$ cat src/rtl/bvcmp_pkg.sv
package bvcmp_pkg;
  typedef enum logic [2:0] {
    OP_CMP   = 3'd0,
    OP_BSET  = 3'd1,
    OP_BCLR  = 3'd2,
    OP_BTRUE = 3'd3,
    OP_BFALS = 3'd4
  } op_e;

  localparam int unsigned REL_N = 10;
  localparam int unsigned REL_EQ  = 0;
  localparam int unsigned REL_NE  = 1;
  localparam int unsigned REL_SLT = 2;
  localparam int unsigned REL_SLE = 3;
  localparam int unsigned REL_SGT = 4;
  localparam int unsigned REL_SGE = 5;
  localparam int unsigned REL_ULT = 6;
  localparam int unsigned REL_ULE = 7;
  localparam int unsigned REL_UGT = 8;
  localparam int unsigned REL_UGE = 9;
endpackage

$ cat src/rtl/bvcmp_extend.sv
module bvcmp_extend #(
  parameter int unsigned DATA_W = 64
) (
  input  logic [DATA_W-1:0] val_i,
  input  logic [1:0]        size_i,
  output logic [DATA_W-1:0] zx_o,
  output logic [DATA_W-1:0] sx_o
);
  logic [6:0] width;
  logic       msb;

  always_comb begin
    width = 7'd8 << size_i;
    msb   = val_i[width - 7'd1];
    for (int i = 0; i < DATA_W; i++) begin
      if (i < int'(width)) begin
        zx_o[i] = val_i[i];
        sx_o[i] = val_i[i];
      end else begin
        zx_o[i] = 1'b0;
        sx_o[i] = msb;
      end
    end
  end
endmodule

$ cat src/rtl/bvcmp_relations.sv
module bvcmp_relations
  import bvcmp_pkg::*;
#(
  parameter int unsigned DATA_W = 64
) (
  input  logic [DATA_W-1:0] opa_i,
  input  logic [DATA_W-1:0] opb_i,
  input  logic [1:0]        size_i,
  output logic [DATA_W-1:0] cond_o
);
  logic [DATA_W-1:0] zx [2];
  logic [DATA_W-1:0] sx [2];
  logic [DATA_W-1:0] src [2];

  assign src[0] = opa_i;
  assign src[1] = opb_i;

  for (genvar g = 0; g < 2; g++) begin : g_ext
    bvcmp_extend #(.DATA_W(DATA_W)) u_ext (
      .val_i (src[g]),
      .size_i(size_i),
      .zx_o  (zx[g]),
      .sx_o  (sx[g])
    );
  end

  logic eq, slt, ult;
  assign eq  = (zx[0] == zx[1]);
  assign slt = ($signed(sx[0]) < $signed(sx[1]));
  assign ult = (zx[0] < zx[1]);

  always_comb begin
    cond_o          = '0;
    cond_o[REL_EQ]  = eq;
    cond_o[REL_NE]  = ~eq;
    cond_o[REL_SLT] = slt;
    cond_o[REL_SLE] = slt | eq;
    cond_o[REL_SGT] = ~(slt | eq);
    cond_o[REL_SGE] = ~slt;
    cond_o[REL_ULT] = ult;
    cond_o[REL_ULE] = ult | eq;
    cond_o[REL_UGT] = ~(ult | eq);
    cond_o[REL_UGE] = ~ult;
  end
endmodule

$ cat src/rtl/bvcmp_branch.sv
module bvcmp_branch
  import bvcmp_pkg::*;
#(
  parameter int unsigned DATA_W = 64,
  parameter int unsigned IDX_W  = 8,
  localparam int unsigned SEL_W = $clog2(DATA_W)
) (
  input  logic [2:0]        op_i,
  input  logic [DATA_W-1:0] val_i,
  input  logic [IDX_W-1:0]  idx_i,
  output logic              taken_o
);
  logic [SEL_W-1:0] sel;
  logic             bit_v, nz;

  assign sel   = idx_i[SEL_W-1:0];  // wrap out-of-range index
  assign bit_v = val_i[sel];
  assign nz    = |val_i;

  always_comb begin
    unique case (op_i)
      OP_BSET:  taken_o = bit_v;
      OP_BCLR:  taken_o = ~bit_v;
      OP_BTRUE: taken_o = nz;
      OP_BFALS: taken_o = ~nz;
      default:  taken_o = 1'b0;
    endcase
  end
endmodule

$ cat src/rtl/bvcmp_unit.sv
module bvcmp_unit
  import bvcmp_pkg::*;
#(
  parameter int unsigned DATA_W = 64,
  parameter int unsigned IDX_W  = 8
) (
  input  logic              clk_i,
  input  logic              rst_ni,
  input  logic              valid_i,
  input  logic [2:0]        op_i,
  input  logic [1:0]        size_i,
  input  logic [DATA_W-1:0] opa_i,
  input  logic [DATA_W-1:0] opb_i,
  input  logic [IDX_W-1:0]  bit_idx_i,
  output logic              valid_o,
  output logic [DATA_W-1:0] cond_o,
  output logic              taken_o
);
  logic [DATA_W-1:0] cond_d;
  logic              taken_d;

  bvcmp_relations #(.DATA_W(DATA_W)) u_rel (
    .opa_i (opa_i),
    .opb_i (opb_i),
    .size_i(size_i),
    .cond_o(cond_d)
  );

  bvcmp_branch #(.DATA_W(DATA_W), .IDX_W(IDX_W)) u_br (
    .op_i   (op_i),
    .val_i  (opa_i),
    .idx_i  (bit_idx_i),
    .taken_o(taken_d)
  );

  always_ff @(posedge clk_i or negedge rst_ni) begin
    if (!rst_ni) begin
      valid_o <= 1'b0;
      cond_o  <= '0;
      taken_o <= 1'b0;
    end else begin
      valid_o <= valid_i;
      if (valid_i) begin
        cond_o  <= (op_i == OP_CMP) ? cond_d : '0;
        taken_o <= taken_d;
      end
    end
  end
endmodule

$ cat config.mk
export PLATFORM = sky130hd
export DESIGN_NAME = bvcmp_unit
export DESIGN_NICKNAME = d
export VERILOG_FILES = /design/src/rtl/bvcmp_pkg.sv /design/src/rtl/bvcmp_extend.sv /design/src/rtl/bvcmp_relations.sv /design/src/rtl/bvcmp_branch.sv /design/src/rtl/bvcmp_unit.sv
export SDC_FILE = /design/constraint.sdc
export NUM_CORES = 1
export LEC_CHECK = 0
export CELL_PAD_IN_SITES_DETAIL_PLACEMENT = 0
export CELL_PAD_IN_SITES_GLOBAL_PLACEMENT = 1
export CORE_AREA = 2 2 129 131
export CTS_CLUSTER_SIZE = 14
export DETAILED_ROUTE_END_ITERATION = 16
export DIE_AREA = 0 0 131 133
export DONT_BUFFER_PORTS = 1
export PLACE_DENSITY = 0.8
export SLEW_MARGIN = 20
export SYNTH_ARGS = -nofsm -noshare
export SYNTH_HDL_FRONTEND = slang
export SYNTH_SLANG_ARGS = --single-unit
$ cat constraint.sdc
create_clock -name clk_i -period 1.1 [get_ports clk_i]
set_input_delay 0.055 -clock clk_i [delete_from_list [all_inputs] [get_ports clk_i]]
set_output_delay 0.055 -clock clk_i [all_outputs]
set_load 0.05 [all_outputs]
Word level (Yosys, flattened, before mapping):

Cells that the tools add are included.

* output and inout bits: 66
* input bits: 144
* bits in registers: 66
* word-level logic and storage cells: 353

* shift operators: 1
* $lt $le $gt $ge: 68
* bitwise logic cells: 9
* reductions and logical operators: 2
* eq/ne operators: 5
* add/subtract/negate cells: 1
* mux-type cells: 264

Operators by type and width (number)
* 1-bit 2-to-1 mux: 259
* 6-bit by 7-bit less-than comparator with 1-bit output (first input constant): 32
* 64-bit less-than comparator: 2
* 5-bit by 7-bit less-than comparator with 1-bit output (first input constant): 16
* 64-bit equality test: 1
* 64-bit OR reduction: 1
* 4-bit by 7-bit less-than comparator with 1-bit output (first input constant): 8
* 3-bit by 7-bit less-than comparator with 1-bit output (first input constant): 4
* 1-bit binary-select mux with 6-bit select: 3
* 1-bit by 7-bit less-than comparator with 1-bit output (first input constant): 2
* 2-bit by 7-bit less-than comparator with 1-bit output (first input constant): 2
* 10-bit 2-to-1 mux: 1
* 6-bit by 7-bit less-than comparator with 1-bit output (second input constant): 1
* 7-bit less-than comparator (second input constant): 1
* 1-bit inverter: 7
* 4-bit by 2-bit << shifter with 7-bit output (first input constant): 1
* 7-bit by 1-bit subtractor with 7-bit output (second input constant): 1
* 3-bit by 2-bit equality test with 1-bit output (second input constant): 2
* 1-bit one-hot mux with 4 select lines: 1
* 3-bit by 1-bit equality test with 1-bit output (second input constant): 1
* 3-bit equality test (second input constant): 1
* 3-bit zero test: 1
* 1-bit OR: 2

Logic depth before layout (Yosys ltp):

Gate-level depths: netlist of the first run.

* depth in word-level cells: 9
* depth in mapped cells: 18

Hierarchy:

From an unflattened synthesis of the first run, not the netlist that was laid out.

* cell total of the unflattened synthesis: 1247
* area total of the unflattened synthesis: 9962.1 um^2

By module, submodules not included
* bvcmp_relations: instances 1, seq. area each 0.0 um^2, cells each 516, area an instance 3707.3 um^2
* bvcmp_unit: instances 1, seq. area each 1651.6 um^2, cells each 281, area an instance 3089.2 um^2
* bvcmp_extend: instances 2, seq. area each 0.0 um^2, cells each 190, area an instance 1196.1 um^2
* bvcmp_branch: instances 1, seq. area each 0.0 um^2, cells each 70, area an instance 773.2 um^2

Least setup slack after synthesis of the first run:

Ideal clock, no wire load.

* kind: input-to-reg
* start point: input port size_i[1]
* end point: register cond_o[4]
* stages on the path: 17
* path slack: -2803 ps
* arrival time: 3826 ps
* cells stage by stage: buf_4 > clkbuf_1 > clkbuf_1 > nand2b_1 > ha_1 > mux2i_1 > mux2_2 > a21oi_1 > clkbuf_1 > a31oi_1 > ha_1 > nand2_1 > or4_1 > nor3_1 > o311ai_2 > a32o_1 > a21oi_1

* cells in the longest elaborated chain, start to end: 9
* elaborated cells on any way between the ends: 331
* classes of those cells: add/sub: 1; order compare: 65; eq/ne: 1; shift: 1; mux: 261; bitwise: 2

RTL lines
* start: declaration: RTL line bvcmp_unit.sv:11 `input logic [1:0] size_i,`
* 4-bit by 2-bit << shifter with 7-bit output (*): RTL line bvcmp_extend.sv:13 `width = 7'd8 << size_i;`
* 7-bit by 1-bit subtractor with 7-bit output: RTL line bvcmp_extend.sv:14 `msb = val_i[width - 7'd1];`
* 1-bit binary-select mux with 6-bit select: RTL line bvcmp_extend.sv:14
* 1-bit 2-to-1 mux (not written as such): RTL line bvcmp_extend.sv:14
* 1-bit 2-to-1 mux: RTL line bvcmp_extend.sv:16 `if (i < int'(width)) begin`
* 64-bit less-than comparator: RTL line bvcmp_relations.sv:29 `assign slt = ($signed(sx[0]) < $signed(sx[1]));`
* 1-bit OR (*): RTL line bvcmp_relations.sv:38 `cond_o[REL_SGT] = ~(slt | eq);`
* 1-bit inverter (*): RTL line bvcmp_relations.sv:38
* 10-bit 2-to-1 mux (*): RTL line bvcmp_unit.sv:44 `cond_o <= (op_i == OP_CMP) ? cond_d : '0;`
* end signal: assignment: RTL line bvcmp_unit.sv:44
* end: declaration: RTL line bvcmp_unit.sv:16 `output logic [DATA_W-1:0] cond_o,`

Every way passes the cells marked *; elsewhere a longest branch is shown, timed or not. The select of a mux whose other input is x is not followed.
A chain may end at the register's enable or synchronous reset.

Final worst setup path of the first run:

Ends and elaborated chain as after synthesis.

==> flow_summary.json, run 1 <==
{
  "outcome": "finished with violations",
  "violations": "negative setup slack",
  "ys_warn_count": 0,
  "final_antenna_net_count": 0,
  "drive_above_1_share_pct": 24.8,
  "first_pass_iters": 5,
  "final_nets": 1190,
  "fin_ws_ns": -1.98,
  "place.gp.congestion": 0.917,
  "setup_violations": 11,
  "pre_cts_slack_ns": -2.15,
  "slowest_stage": "mux2_4",
  "clk_pin_slew_ns": 0.04,
  "start_util_pct": 38.7,
  "ys_ff_latch": 12,
  "drt_iter0_drc": 525,
  "worst-path-buf-inv": 3,
  "async_flop_share_pct": 100,
  "worstMarginPinSlew_ns": 0.670,
  "cpPeakStageDelay_ns": 0.32,
  "clk_path_buf_depth": 2,
  "skew_ns": 0,
  "vias": 6607,
  "n_fill_cell": 1584,
  "cp_cell_sequence": "nor2_8 > inv_4 > ha_4 > mux2i_2 > mux2_4 > a21oi_4 > buf_12 > buf_12 > a31oi_1 > ha_1 > nand4_1 > nor4_2 > nand2_1 > nor3_2 > o311ai_4 > a32o_2 > a21oi_2",
  "grt_usage_pct": 23.0,
  "critPathLaunchType": "primary input",
  "rows": 47,
  "antenna_cells": 0,
  "drv_slew": 0,
  "drv_cap": 0,
  "chipWidth_um": 131,
  "power_mw": 5.44,
  "crit_type": "in2reg",
  "wl_um": 21800,
  "vdd_drop_max_mv": 0.576,
  "critPathTopFamily": "simple AND/OR/NAND/NOR gates",
  "grt_pass1_vias": 6205,
  "grt_max_degree": 153,
  "crit_required_ns": 1.27,
  "path_max_fanout": 152,
  "syn_area_per_cell_um2": 7.40,
  "overflow": 0,
  "ios": 210,
  "fin_tns_setup_ns": -17.17,
  "dieArea_mm2": 0.0174,
  "die_h_um": 133,
  "clkSinkCount": 12,
  "netlist_area_mm2": 0.00625,
  "synthCells": 845,
  "vias_per_cell": 5.82,
  "synth_ff_type": "dfrtp_1",
  "cts_buffers": 3,
  "synth_edf_count": 0,
  "fin_crit_ns": 3.08,
  "power.leakage_nw": 3.74,
  "areaGrowthSynthToFinish_pct": 25.8,
  "fp.coreArea_mm2": 0.0162,
  "timing.hold.ws_ns": 0.0480,
  "seq_area_frac_synth_pct": 4.80,
  "wire_per_inst_um": 19.2,
  "grt_pass1_wl_um": 31900,
  "end_kind": "flop",
  "io_buffers": 0,
  "hp-class": "in2reg",
  "place_hpwl_um": 16900,
  "root_buffer": "clkbuf_16",
  "power_density_mw_per_mm2": 692,
  "path_common_cell": "buf_12",
  "cts_tree": "built",
  "period_share_pct": 280,
  "fmax_ghz": 0.325,
  "worstPathArrival_ns": 3.24,
  "rsz0062_at_grt": "true",
  "relSlewSlack_pct": 54.9,
  "clk_latency_ns": 0.24,
  "hold_violations": 0,
  "htree_num_levels": 1,
  "yosys.cell_types.count": 65,
  "drcViolationCount": 0,
  "antenna_found_initial": 0
}
## cell usage in the layout, fill, tap and decap left out, types with 4 or more instances in the layout
master,count
a211oi_1,4
a21o_1,12
a21oi_1,69
a21oi_2,6
a31oi_1,30
and2_1,12
and2_4,4
and3_1,33
and4_1,5
buf_12,8
buf_4,93
buf_6,9
clkbuf_16,5
conb_1,54
dfrtp_1,12
ha_1,113
ha_4,14
inv_1,22
mux2i_1,7
mux4_1,7
mux4_2,8
nand2_1,89
nand2_2,7
nand2_4,5
nand2b_1,44
nand3_1,51
nand3b_1,6
nand4_1,33
nor2_1,16
nor2b_1,6
nor3_1,7
nor4_1,11
nor4_2,7
o211ai_1,7
o21a_1,4
o21ai_0,14
## repair_timing
action                                  in CTS  in global routing
endpoints found under the setup margin      11                 11
resized for setup                           53                 54
pin swaps                                   29                 35
cloned                                       1                  3
setup buffers                                5                 10
hold buffers                                 3                  0
hold endpoints to repair                    14                  0
## synthesized netlist by cell type (3+ instances only)
| cell type | instances | area [um2] |
|---|---|---|
| or3_1 | 4 | 25.0 |
| o22ai_1 | 3 | 18.8 |
| nor2_1 | 18 | 67.6 |
| and2_1 | 15 | 93.8 |
| nor4_1 | 20 | 125 |
| a21o_1 | 12 | 90.1 |
| buf_4 | 57 | 428 |
| mux2i_1 | 8 | 80.1 |
| nor2b_1 | 6 | 37.5 |
| ha_1 | 128 | 1600 |
| buf_1 | 5 | 18.8 |
| nand4_1 | 33 | 206 |
| nand3_1 | 54 | 270 |
| and4_1 | 5 | 43.8 |
| mux4_2 | 8 | 180 |
| and3_1 | 33 | 206 |
| nand2b_1 | 47 | 294 |
| clkbuf_1 | 36 | 135 |
| nand2_1 | 101 | 379 |
| o21a_1 | 4 | 30.0 |
| o211ai_1 | 7 | 52.6 |
| o21ai_0 | 16 | 80.1 |
| a21oi_1 | 77 | 385 |
| inv_1 | 25 | 93.8 |
| a211oi_1 | 6 | 45.0 |
| nand3b_1 | 6 | 45.0 |
| a221oi_1 | 5 | 43.8 |
| a31oi_1 | 34 | 213 |
| mux4_1 | 7 | 184 |
| nor3_1 | 9 | 45.0 |
| dfrtp_1 | 12 | 300 |
## flip-flops by register name (all words and copies together) (netlist names)
name     cells
valid_o      1
taken_o      1
cond_o      10
## power breakdown
group          switching (mW)  internal (mW)  leakage [nW]
Sequential             0.0243          0.471         0.161
Clock                   0.179          0.472        0.0370
Combinational            2.35           1.95          3.54
## per-layer routing
layer / vias to the layer above / GRT usage, % / part of all wire, %
li1: 3219 / - / -
met4: 0 / 4.31 / 2.1
met1: 3064 / 28.8 / 38
met5: - / 0 / 0
met2: 294 / 38.3 / 47
met3: 30 / 7.93 / 12
## worst paths after layout
| kind | cells past startpoint | endpoint | startpoint | slack, ns |
|---|---|---|---|---|
| hold reg to reg | 1 | cond_o[0] | cond_o[0] | 0.50 |
| setup / recovery | 17 | cond_o[4] | size_i[1] | -1.98 |
| min in group asynchronous | 1 | cond_o[4] | rst_ni | 0.24 |
| max in group asynchronous | 1 | cond_o[5] | rst_ni | 0.50 |
| setup reg to reg | 4 | cond_o[4] | cond_o[4] | 0.02 |
| hold / removal | 2 | taken_o | op_i[1] | 0.05 |
## cell families (layout without fill, tap and decap cells)
| logic type | Yosys count | in the layout | synth area share [%] |
|---|---|---|---|
| xor gates and xnor gates | 1 | 1 | 0.140 |
| other | 1 | 54 | 0.0600 |
| DFF | 12 | 12 | 4.80 |
| and+or+nand+nor | 362 | 362 | 31.1 |
| buffers and inverters | 130 | 148 | 12.1 |
| adders and majority gates | 128 | 128 | 25.6 |
| AOI/OAI and AO/OA | 186 | 186 | 18.7 |
| muxes | 25 | 25 | 7.46 |
## layout make-up
| type | count | area, um2 | area share, % |
|---|---|---|---|
| multi-input cells | 756 | 6000 | 76.3 |
| clock buffers | 3 | 75.1 | 0.954 |
| repair buffers | 119 | 1110 | 14.1 |
| flip-flops and latches | 12 | 300 | 3.82 |
| inverters | 26 | 100 | 1.27 |
| well taps | 220 | 275 | 3.50 |
## metrics by stage
stage                     instance area [um2]  util [%]  cells
after floorplan                          6710         -    898
after global placement                   6980      43.2   1111
after detailed placement                 6980      43.2   1111
after CTS                                7450      46.1   1123
after global routing                     7870      48.6   1136
final                                    7870      48.6   1136
No activity file was read; power rests on OpenSTA's default activity.
==> run 2: changes to the inputs <==
ABC_AREA = 1   (was default)
CORE_AREA = 2 2 128 130   (was 2 2 129 131)
DIE_AREA = 0 0 130 132   (was 0 0 131 133)
PLACE_DENSITY = 0.84   (was 0.8)
==> run 2 against run 1 <==
Effect of this change: the run still ends with negative setup slack left; first-iteration DRC count is 20% lower; die area is 1.5% lower; clock skew stayed put; synthesized cell count is 24% higher; area after synthesis is 1.6% lower; cell area is 3.5% higher; utilization is 3.2 points higher; critical path depth is 4 higher; non-clock buffer count is 33 higher; count of clock-buffer cells in the layout stayed put; via count is 8.7% higher; clock power is 1% higher; highest routed layer unchanged.
==> flow_summary.json, run 2 <==
{
  "min_path_cells": 4,
  "clk_latency_ns": 0.24,
  "clk_pin_slew_ns": 0.04,
  "vias": 7180,
  "areaGrowthSynthToFinish_pct": 32.4,
  "crit_type": "in2reg",
  "fin_tns_setup_ns": -11.65,
  "yosysMostFrequentCell": "nand2_1",
  "final_nets": 1432,
  "wl_um": 20800,
  "r2r_slack_ns": 0.33,
  "root_buffer": "clkbuf_16",
  "synth_top_area_share_pct": 26.0,
  "fmax_ghz": 0.410,
  "placed_area_mm2": 0.00717,
  "path_max_fanout": 35,
  "worstMarginPinSlew_ns": 0.526,
  "hold_violations": 0,
  "violations": "negative setup slack",
  "ios": 210,
  "power_density_mw_per_mm2": 725,
  "first_pass_iters": 5,
  "rows": 46,
  "antenna_found_initial": 0,
  "drt_iter0_drc": 419,
  "power_mw": 5.91,
  "place.gp.congestion": 0.857,
  "antenna_cells": 0,
  "netlist_area_mm2": 0.00615,
  "largest-register": "cond_o",
  "largest_reg_flops": 10,
  "ys_warn_count": 0,
  "overflow": 0,
  "start_util_pct": 39.2,
  "rsz0062_at_grt": "true",
  "clk_path_buf_depth": 2,
  "power_frac_seq_pct": 8.4,
  "fin_crit_ns": 2.44,
  "drv_cap": 0,
  "r2r-end": "cond_o[3]",
  "grt_pass1_wl_um": 32400,
  "final_common_cell": "nand2_1",
  "final_antenna_net_count": 0,
  "design_area_mm2": 0.00814,
  "wire_per_inst_um": 15.2,
  "synthCells": 1044,
  "skew_ns": 0,
  "ys_ff_latch": 12,
  "synth_edf_count": 0,
  "period_share_pct": 222,
  "pre_cts_slack_ns": -1.78,
  "intPower_mw": 2.94,
  "vias_per_cell": 5.23,
  "r2r_start": "cond_o[3]",
  "drv_slew": 0,
  "place_hpwl_um": 16700,
  "final_cell_mix": "nand2_1 (215), buf_4 (127), inv_1 (120)",
  "synth_ff_type": "dfrtp_1",
  "htree_num_levels": 1,
  "dieArea_mm2": 0.0172,
  "die_h_um": 132,
  "final_util_pct": 51.8,
  "outcome": "finished with violations",
  "r2r.worst_path.cells": 2,
  "pwr-share-comb_pct": 80.4,
  "critPathLaunchType": "primary input",
  "async_flop_share_pct": 100,
  "drive_above_1_share_pct": 24.4,
  "worst_hold_startpoint": "valid_i",
  "top_regs": "cond_o (10), taken_o (1), valid_o (1)",
  "hp-class": "in2reg",
  "cts_buffers": 3,
  "synth_area_leaders": "ha_1 (26%), nand2_1 (15%), o21ai_0 (11%)",
  "io_buffers": 0,
  "yosys.cell_types.count": 42,
  "grt_usage_pct": 23.0,
  "grt_max_degree": 45,
  "chipWidth_um": 130,
  "syn_area_per_cell_um2": 5.89,
  "drcViolationCount": 0,
  "fp.coreArea_mm2": 0.0157,
  "seq_area_frac_synth_pct": 4.88,
  "crit_required_ns": 1.28,
  "fin_ws_ns": -1.34,
  "synth_top_cell_by_area": "ha_1",
  "worstPathArrival_ns": 2.62,
  "clkSinkCount": 12,
  "setup_violations": 11,
  "relSlewSlack_pct": 64.8,
  "p_clk_share_pct": 11.2,
  "cts_tree": "built",
  "vdd_drop_max_mv": 0.430,
  "end_kind": "flop",
  "hold_end": "cond_o[4]",
  "p_sw_mw": 2.96,
  "ys_top_cells_by_count": "nand2_1 (242), o21ai_0 (141), inv_1 (132)",
  "grt_pass1_vias": 6738,
  "p_sw_share_pct": 50.2,
  "power.leakage_nw": 4.37
}
run 2: cell types whose count changed after synthesis, sizes merged, moves of 30 or more:
cell / change
nand2: +150
inv: +112
nand2b: -47
nor2: +76
a31oi: -31
nand3: -30
o21ai: +126
and3: -33
run 2: worst max-delay path, stage by stage:
cell and delay (ns):
inv_16 0.05, nand2_4 0.05, ha_4 0.30, nand3_2 0.13
nand2_4 0.12, nand2_4 0.08, buf_4 0.14, o21ai_2 0.04
ha_1 0.25, a21oi_1 0.13, o21ai_1 0.08, a21oi_1 0.18
nor2_1 0.07, nor3_2 0.18, a31oi_4 0.13, a211oi_4 0.18
buf_6 0.16, nand2_4 0.06, nand2_2 0.06, nand3_2 0.08
nand2_1 0.06
run 2: metrics by stage:
stage               instances  hold slack [ns]
floorplan                1097           -0.241
global route             1374            0.182
finish                   1374            0.152
global placement         1347           -0.240
CTS                      1360            0.127
detailed placement       1347           -0.240
run 2: final cells by class:
cell class / count / area (um2)
fillers: 1615 / 7570
flip-flops and latches: 12 / 300
multi-input cells: 853 / 5570
well taps: 216 / 270
clock buffers: 3 / 75.1
inverters: 138 / 561
repair buffers: 152 / 1370
run 2: power by group through the flow:
| stage | clock network [mW] | registers (mW) | logic, mW |
|---|---|---|---|
| 2_1_floorplan | 0 | 0.591 | 2.88 |
| 3_3_place_gp | 0 | 0.502 | 3.76 |
| 3_5_place_dp | 0 | 0.502 | 3.82 |
| 4_1_cts | 0.657 | 0.496 | 4.19 |
| 5_1_grt | 0.684 | 0.498 | 5.30 |
| 6_report | 0.660 | 0.496 | 4.75 |
run 2: what timing repair did:
| item | 4_1_cts | 5_1_grt |
|---|---|---|
| pin swaps | 50 | 52 |
| hold buffers | 2 | 0 |
| gates resized for setup | 103 | 66 |
| buffers inserted | 5 | 14 |
| endpoints found under the hold margin | 14 | 0 |
| endpoints found under the setup margin | 11 | 11 |
| cloned | 3 | 3 |
run 2: kinds of logic after synthesis:
family                   Yosys count  synth area share (%)
AO/OA/AOI/OAI                    248                  22.0
adder cells (fa/ha/maj)          128                  26.0
buffers and inverters            234                  18.0
flip-flops                        12                  4.88
other                              1                0.0610
AND/OR/NAND/NOR                  421                  29.1
run 2: worst max-delay path by stage:
stage / from / endpoint / slack [ns] / cells past startpoint
2_1_floorplan: size_i[1] / cond_o[4] / -1.60 / 22
3_3_place_gp: size_i[1] / cond_o[4] / -1.75 / 22
3_5_place_dp: size_i[1] / cond_o[4] / -1.78 / 22
4_1_cts: size_i[1] / cond_o[4] / -1.32 / 23
5_1_grt: size_i[1] / cond_o[4] / -1.45 / 21
6_report: size_i[1] / cond_o[2] / -1.34 / 21
run 2: routing by layer:
layer	share of wire, %	GRT usage (%)	up-vias	routed length [um]
met4	2.0	4.96	0	425
met5	0	0	-	0
li1	-	-	3637	-
met2	49	40.6	230	10100
met1	43	29.1	3284	8900
met3	6.7	3.65	29	1390
